File: src/rtl/ibq_pkg.sv
package ibq_pkg;
    localparam int unsigned PKT_BYTES = 4;
    localparam int unsigned WIN_BYTES = 6;
    localparam int unsigned LEN_W     = 3;
    localparam int unsigned OFF_W     = $clog2(PKT_BYTES);
endpackage

File: src/rtl/ibq_fetch_ctl.sv
module ibq_fetch_ctl
    import ibq_pkg::*;
#(
    parameter int unsigned AW        = 24,
    parameter int unsigned DEPTH     = 64,
    parameter logic [AW-1:0] BOOT_ADDR = '0
) (
    input  logic                        clk,
    input  logic                        rst_n,
    input  logic                        restart_i,
    input  logic [AW-1:0]               restart_addr_i,
    input  logic [$clog2(DEPTH+1)-1:0]  free_i,
    input  logic                        rsp_valid_i,
    output logic                        req_o,
    output logic [AW-1:0]               addr_o,
    output logic                        live_o
);
    localparam int unsigned CNT_W   = $clog2(DEPTH + 1);
    localparam int unsigned OUT_W   = $clog2(DEPTH / PKT_BYTES + 1);
    localparam int unsigned STALE_W = OUT_W + 1;
    localparam int unsigned NEED_W  = CNT_W + 2;

    typedef struct packed {
        logic [AW-1:0]      addr;
        logic [OUT_W-1:0]   live;
        logic [STALE_W-1:0] stale;
    } fst_t;

    fst_t q, d;
    logic [NEED_W-1:0] need_bytes;
    logic              room;
    logic              rsp_stale;

    always_comb begin
        d          = q;
        need_bytes = (NEED_W'(q.live) + NEED_W'(1)) << OFF_W;
        room       = NEED_W'(free_i) >= need_bytes;
        req_o      = !restart_i && room;
        rsp_stale  = rsp_valid_i && (q.stale != '0);
        live_o     = rsp_valid_i && (q.stale == '0) && !restart_i;
        if (restart_i) begin
            d.addr  = {restart_addr_i[AW-1:OFF_W], {OFF_W{1'b0}}};
            d.stale = STALE_W'(q.live) + q.stale - STALE_W'(rsp_valid_i);
            d.live  = '0;
        end else begin
            d.stale = q.stale - STALE_W'(rsp_stale);
            d.live  = q.live + OUT_W'(req_o) - OUT_W'(live_o);
            if (req_o) begin
                d.addr = q.addr + AW'(PKT_BYTES);
            end
        end
    end

    always_ff @(posedge clk) begin
        if (!rst_n) begin
            q.addr  <= {BOOT_ADDR[AW-1:OFF_W], {OFF_W{1'b0}}};
            q.live  <= '0;
            q.stale <= '0;
        end else begin
            q <= d;
        end
    end

    assign addr_o = q.addr;

    p_aligned_r2: assert property (@(posedge clk) disable iff (!rst_n)
        addr_o[OFF_W-1:0] == '0);
    p_addr_step_r2: assert property (@(posedge clk) disable iff (!rst_n)
        req_o |=> addr_o == $past(addr_o) + AW'(PKT_BYTES));
    p_no_req_restart_r9: assert property (@(posedge clk) disable iff (!rst_n)
        restart_i |-> !req_o);
    p_restart_addr_r7: assert property (@(posedge clk) disable iff (!rst_n)
        restart_i |=> addr_o[AW-1:OFF_W] == $past(restart_addr_i[AW-1:OFF_W]));
endmodule

File: src/rtl/ibq_store.sv
module ibq_store
    import ibq_pkg::*;
#(
    parameter int unsigned AW        = 24,
    parameter int unsigned DEPTH     = 64,
    parameter logic [AW-1:0] BOOT_ADDR = '0
) (
    input  logic                        clk,
    input  logic                        rst_n,
    input  logic                        restart_i,
    input  logic [AW-1:0]               restart_addr_i,
    input  logic                        pkt_valid_i,
    input  logic [8*PKT_BYTES-1:0]      pkt_data_i,
    input  logic [LEN_W-1:0]            take_i,
    output logic [$clog2(DEPTH):0]      occ_o,
    output logic [AW-1:0]               pc_o,
    output logic [8*WIN_BYTES-1:0]      win_o
);
    localparam int unsigned PTR_W = $clog2(DEPTH);

    typedef struct packed {
        logic [DEPTH-1:0][7:0] mem;
        logic [PTR_W:0]        wptr;
        logic [PTR_W:0]        rptr;
        logic [OFF_W-1:0]      skip;
        logic                  skip_pend;
        logic [AW-1:0]         pc;
    } sst_t;

    sst_t q, d;
    logic [PTR_W:0] adv;

    always_comb begin
        d   = q;
        adv = (PTR_W+1)'(take_i);
        if (restart_i) begin
            d.wptr      = '0;
            d.rptr      = '0;
            d.skip      = restart_addr_i[OFF_W-1:0];
            d.skip_pend = 1'b1;
            d.pc        = restart_addr_i;
        end else begin
            if (pkt_valid_i) begin
                for (int k = 0; k < PKT_BYTES; k++) begin
                    d.mem[PTR_W'(q.wptr[PTR_W-1:0] + PTR_W'(k))] = pkt_data_i[8*k +: 8];
                end
                d.wptr = q.wptr + (PTR_W+1)'(PKT_BYTES);
                if (q.skip_pend) begin
                    adv         = adv + (PTR_W+1)'(q.skip);
                    d.skip_pend = 1'b0;
                end
            end
            d.rptr = q.rptr + adv;
            d.pc   = q.pc + AW'(take_i);
        end
    end

    always_ff @(posedge clk) begin
        if (!rst_n) begin
            q.mem       <= '0;
            q.wptr      <= '0;
            q.rptr      <= '0;
            q.skip      <= BOOT_ADDR[OFF_W-1:0];
            q.skip_pend <= 1'b1;
            q.pc        <= BOOT_ADDR;
        end else begin
            q <= d;
        end
    end

    assign occ_o = q.wptr - q.rptr;
    assign pc_o  = q.pc;

    for (genvar i = 0; i < WIN_BYTES; i++) begin : g_win
        assign win_o[8*i +: 8] = q.mem[PTR_W'(q.rptr[PTR_W-1:0] + PTR_W'(i))];
    end

    p_no_overflow_r3: assert property (@(posedge clk) disable iff (!rst_n)
        (pkt_valid_i && !restart_i) |-> occ_o <= (PTR_W+1)'(DEPTH - PKT_BYTES));
    p_occ_bound_r10: assert property (@(posedge clk) disable iff (!rst_n)
        occ_o <= (PTR_W+1)'(DEPTH));
    p_skip_empty_r7: assert property (@(posedge clk) disable iff (!rst_n)
        q.skip_pend |-> occ_o == '0);
    p_take_fits_r6: assert property (@(posedge clk) disable iff (!rst_n)
        (take_i != '0) |-> (PTR_W+1)'(take_i) <= occ_o);
endmodule

File: src/rtl/ibq_window.sv
module ibq_window
    import ibq_pkg::*;
#(
    parameter int unsigned CNT_W = 7
) (
    input  logic [CNT_W-1:0] occ_i,
    input  logic [LEN_W-1:0] need_i,
    input  logic             take_en_i,
    input  logic [LEN_W-1:0] take_len_i,
    input  logic             restart_i,
    output logic             win_valid_o,
    output logic [LEN_W-1:0] take_o
);
    logic need_ok;
    logic take_ok;

    always_comb begin
        need_ok     = (need_i != '0) && (need_i <= LEN_W'(WIN_BYTES));
        win_valid_o = need_ok && (CNT_W'(need_i) <= occ_i);
        take_ok     = take_en_i && !restart_i && (take_len_i != '0)
                      && (take_len_i <= LEN_W'(WIN_BYTES))
                      && (CNT_W'(take_len_i) <= occ_i);
        take_o      = take_ok ? take_len_i : '0;
    end
endmodule

File: src/rtl/ibq_top.sv
module ibq_top
    import ibq_pkg::*;
#(
    parameter int unsigned AW        = 24,
    parameter int unsigned DEPTH     = 64,
    parameter logic [AW-1:0] BOOT_ADDR = '0,
    localparam int unsigned CNT_W    = $clog2(DEPTH) + 1
) (
    input  logic                   clk,
    input  logic                   rst_n,
    input  logic                   cache_flush_i,
    input  logic                   redirect_i,
    input  logic [AW-1:0]          redirect_addr_i,
    output logic                   fetch_req_o,
    output logic [AW-1:0]          fetch_addr_o,
    input  logic                   fetch_rsp_valid_i,
    input  logic [8*PKT_BYTES-1:0] fetch_rsp_data_i,
    input  logic [LEN_W-1:0]       need_len_i,
    input  logic                   take_en_i,
    input  logic [LEN_W-1:0]       take_len_i,
    output logic                   win_valid_o,
    output logic [8*WIN_BYTES-1:0] win_data_o,
    output logic [AW-1:0]          cur_pc_o,
    output logic [CNT_W-1:0]       occupancy_o
);
    logic             restart;
    logic [AW-1:0]    restart_addr;
    logic [CNT_W-1:0] free_bytes;
    logic             pkt_live;
    logic [LEN_W-1:0] take_amt;

    assign restart      = cache_flush_i || redirect_i;
    assign restart_addr = redirect_i ? redirect_addr_i : cur_pc_o;
    assign free_bytes   = CNT_W'(DEPTH) - occupancy_o;

    ibq_fetch_ctl #(.AW(AW), .DEPTH(DEPTH), .BOOT_ADDR(BOOT_ADDR)) u_fetch (
        .clk            (clk),
        .rst_n          (rst_n),
        .restart_i      (restart),
        .restart_addr_i (restart_addr),
        .free_i         (free_bytes),
        .rsp_valid_i    (fetch_rsp_valid_i),
        .req_o          (fetch_req_o),
        .addr_o         (fetch_addr_o),
        .live_o         (pkt_live)
    );

    ibq_store #(.AW(AW), .DEPTH(DEPTH), .BOOT_ADDR(BOOT_ADDR)) u_store (
        .clk            (clk),
        .rst_n          (rst_n),
        .restart_i      (restart),
        .restart_addr_i (restart_addr),
        .pkt_valid_i    (pkt_live),
        .pkt_data_i     (fetch_rsp_data_i),
        .take_i         (take_amt),
        .occ_o          (occupancy_o),
        .pc_o           (cur_pc_o),
        .win_o          (win_data_o)
    );

    ibq_window #(.CNT_W(CNT_W)) u_window (
        .occ_i       (occupancy_o),
        .need_i      (need_len_i),
        .take_en_i   (take_en_i),
        .take_len_i  (take_len_i),
        .restart_i   (restart),
        .win_valid_o (win_valid_o),
        .take_o      (take_amt)
    );

    p_occ_drop_r6: assert property (@(posedge clk) disable iff (!rst_n)
        (take_amt != '0 && !pkt_live && !restart)
        |=> occupancy_o == $past(occupancy_o) - CNT_W'($past(take_amt)));
    p_pc_hold_r6: assert property (@(posedge clk) disable iff (!rst_n)
        (take_amt == '0 && !restart) |=> cur_pc_o == $past(cur_pc_o));
    p_restart_empty_r8: assert property (@(posedge clk) disable iff (!rst_n)
        restart |=> occupancy_o == '0);
    p_redirect_pc_r7: assert property (@(posedge clk) disable iff (!rst_n)
        redirect_i |=> cur_pc_o == $past(redirect_addr_i));
endmodule

File: config.mk
export PLATFORM = sky130hd
export DESIGN_NAME = ibq_top
export DESIGN_NICKNAME = d
export VERILOG_FILES = /design/src/rtl/ibq_pkg.sv /design/src/rtl/ibq_fetch_ctl.sv /design/src/rtl/ibq_store.sv /design/src/rtl/ibq_window.sv /design/src/rtl/ibq_top.sv
export SDC_FILE = /design/constraint.sdc
export NUM_CORES = 2
export LEC_CHECK = 0
export ABC_AREA = 1
export BUFFER_PORTS_ARGS = -buffer_cell sky130_fd_sc_hd__buf_4
export CAP_MARGIN = 20
export CORE_MARGIN = 1
export CORE_UTILIZATION = 55
export DETAILED_ROUTE_END_ITERATION = 6
export PLACE_DENSITY = 0.75
export SETUP_SLACK_MARGIN = 0.3
export SLEW_MARGIN = 40
export SYNTH_ARGS = -nofsm -noshare
export SYNTH_HDL_FRONTEND = slang
export SYNTH_SLANG_ARGS = --single-unit
File: constraint.sdc
create_clock -name clk -period 4.6 [get_ports clk]
set_input_delay 0.23 -clock clk [delete_from_list [all_inputs] [get_ports clk]]
set_output_delay 0.23 -clock clk [all_outputs]
set_load 0.01 [all_outputs]
==> flow_summary.ini <==
[cts]
clkTransAtPathRegs_ns = 0.06
cts_tree = built
root_buffer = clkbuf_16
htree_levels = 3
cts.path.max_buffers = 3
clock_latency_ns = 0.65
clkSinkCount = 584
cts_buffers = 70

[worst_setup_path]
startpoint_type = flip-flop
cp.required_ns = 4.37
worst-setup-path-type = reg -> out
critPathMaxStageDelay_ns = 0.48
cp_common_cell = nand2_1
cp_cell_sequence = buf_8, ha_1, nand2_1, inv_1, nor2_4, inv_1, buf_4, nand3_1, nand3_1, nand2_1, nand2_1, nand2_1, buf_4
cp.buffers_inverters = 5
crit_family = buffers and inverters
arrival_ns = 4.10
worst_setup_path_end_kind = output pin
cp_max_fo = 67
crit_slowest_cell = buf_4

[power_and_ir_drop]
powerDensity_mw_per_mm2 = 279
irDropWorstVdd_uv = 261
finalPower_w = 0.0129
p_leak_nw = 19.0

[logic_synthesis]
yosysSeqAreaShare_pct = 27.7
netlist_area_mm2 = 0.0422
synth.distinct_cells = 55
synth_ff_type = dfxtp_1
synth_seq_cells = 584
synth_cells = 7156
synth_edf_count = 0
yosysWarnings = 0
syn_area_per_cell_um2 = 5.90
ys_async_sr_fraction_pct = 0

[timing]
period_needed_ns = 4.33
maxSlewHeadroom_pct = 37.0
tns_ns = 0
max_freq_ghz = 0.231
worst_pin_slew_ns = 0.945
finalSetupViolCount = 0
hold_violations = 0
slew_viol_final = 0
finalClockSkew_ns = 0.0256
worst_slack_ns = 0.265
rsz0062_at_grt = true
final.period_utilization_pct = 94.2

[layout]
layout_commonest_cell = nand2_1
drive_gt1_share_pct = 7.46
areaGrowthSynthToFinish_pct = 9.12
final_util_pct = 60.7
final_cells = 8021
most-common-layout-cells = nand2_1 (2144), o21ai_0 (960), nand3_1 (884)
nets = 7053

[placed_design]
routabilityCongestion = 0.985
portBuffers = 170
dp.cells = 7845
dp_slack_ns = 0.483
dp_hpwl_um = 104000

[run_status]
violations = design-rule violations
status = finished, violations left

[grt]
grt_pass1_vias = 42201
gr-total-overflow = 0
use_met2_pct = 60.9
grt_pass1_wl_um = 249000
grt.met1_usage_pct = 53.2
antenna_found_initial = 23
grt_start_max_net_pins = 254
grt_usage_pct = 41.5
grt_use_met3_pct = 11.2
top_usage_layer = met2

[die]
die_area_mm2 = 0.0779
dieHeight_um = 279
ios = 173
initial_core_util_pct = 55.6
coreArea_mm2 = 0.0759
rows = 101
die_w_um = 279

[route]
drcViolationCount = 5
vias_per_cell = 6.09
num_vias = 48845
dr.pass1.iters = 7
drtIter0Drc = 7323
antenna_left = 0
wl_per_cell_um = 21.0
wl_um = 169000

[hold_path]
hp-class = in -> reg

[run]
max_cap_violations = 0
cell usage after synthesis, types with 7 or more instances:
library cell | instances | area (um2)
or2_1 | 22 | 138
or2_0 | 10 | 62.6
inv_1 | 602 | 2260
xor2_1 | 23 | 201
a21oi_1 | 596 | 2980
buf_2 | 123 | 616
dfxtp_1 | 584 | 11700
nand2_1 | 2145 | 8050
nand3_1 | 885 | 4430
clkbuf_1 | 335 | 1260
or2_2 | 23 | 144
ha_1 | 58 | 726
xnor2_1 | 7 | 61.3
o21ai_2 | 8 | 70.1
and2_1 | 11 | 68.8
nand2_2 | 16 | 100
inv_2 | 16 | 60.1
buf_1 | 63 | 236
buf_4 | 61 | 458
o21ai_1 | 200 | 1000
nor2_1 | 121 | 454
buf_6 | 37 | 417
nor3_1 | 18 | 90.1
o21ai_0 | 962 | 4810
nand4_1 | 12 | 75.1
o211ai_1 | 159 | 1190
cell families after synthesis:
logic type,Yosys count,synth area share [%]
XOR/XNOR,34,0.776
adder cells (fa/ha/maj),63,1.96
AO/OA/AOI/OAI,1944,24.2
buffers and inverters,1244,12.7
other,1,0.00888
AND/OR/NAND/NOR,3284,32.7
flip-flops,584,27.7
multiplexers,2,0.0474
layer usage:
layer | wire length [um] | up-vias
li1 | - | 23049
met1 | 63700 | 21854
met5 | 118 | -
met4 | 12400 | 16
met3 | 23100 | 782
met2 | 69300 | 3144
layout make-up:
| class | count | area, um2 |
|---|---|---|
| Antenna cell | 17 | 42.5 |
| Clock inverter | 28 | 404 |
| Inverter | 623 | 2360 |
| Clock buffer | 96 | 2010 |
| Fill cell | 7373 | 29900 |
| Multi-Input combinational cell | 5329 | 25400 |
| Tap cell | 1030 | 1290 |
| Timing Repair Buffer | 314 | 2850 |
| Sequential cell | 584 | 11700 |
what timing repair did:
action / 4_1_cts / 5_1_grt
hold buffers: 27 / 0
setup buffers: 0 / 2
pin swaps: 0 / 2
cloned: 0 / 2
endpoints found under the setup margin: 7 / 24
gates resized for setup: 2 / 12
endpoints found under the hold margin: 45 / 0
worst paths after layout:
| path | startpoint | cells after the start | slack, ns | end |
|---|---|---|---|---|
| worst min register to register | u_store.q[24] | 2 | 0.46 | u_store.q[24] |
| worst max register to register | u_store.q[29] | 24 | 0.50 | u_store.q[33] |
| worst max-delay path | u_store.q[29] | 13 | 0.27 | win_data_o[21] |
| worst min-delay path | fetch_rsp_data_i[9] | 3 | 0.009 | u_store.q[146] |
worst min-delay path: cells and delay by family:
kind                   cells  cell delay, ns
buffers and inverters      1            0.19
and+or+nand+nor            1            0.09
AOI/OAI and AO/OA          1            0.06
registers in the layout (all words and copies together) (netlist names):
register,count
u_fetch.addr_o,22
u_fetch.q,11
u_store.pc_o,24
u_store.q,527
stage by stage:
step,area (um2),hold WS [ns]
finish,46100,0.00864
detailed placement,43100,0.449
CTS,45800,0.000261
floorplan,42400,0.403
global route,46100,0.00425
global placement,43000,0.432
report_power, final:
part	switching [W]	total, W	internal [W]
logic	0.00110	0.00168	0.000582
registers	0.0000820	0.00522	0.00514
clock network	0.00239	0.00596	0.00357
Note: power is estimated with default switching activity, not from simulation.
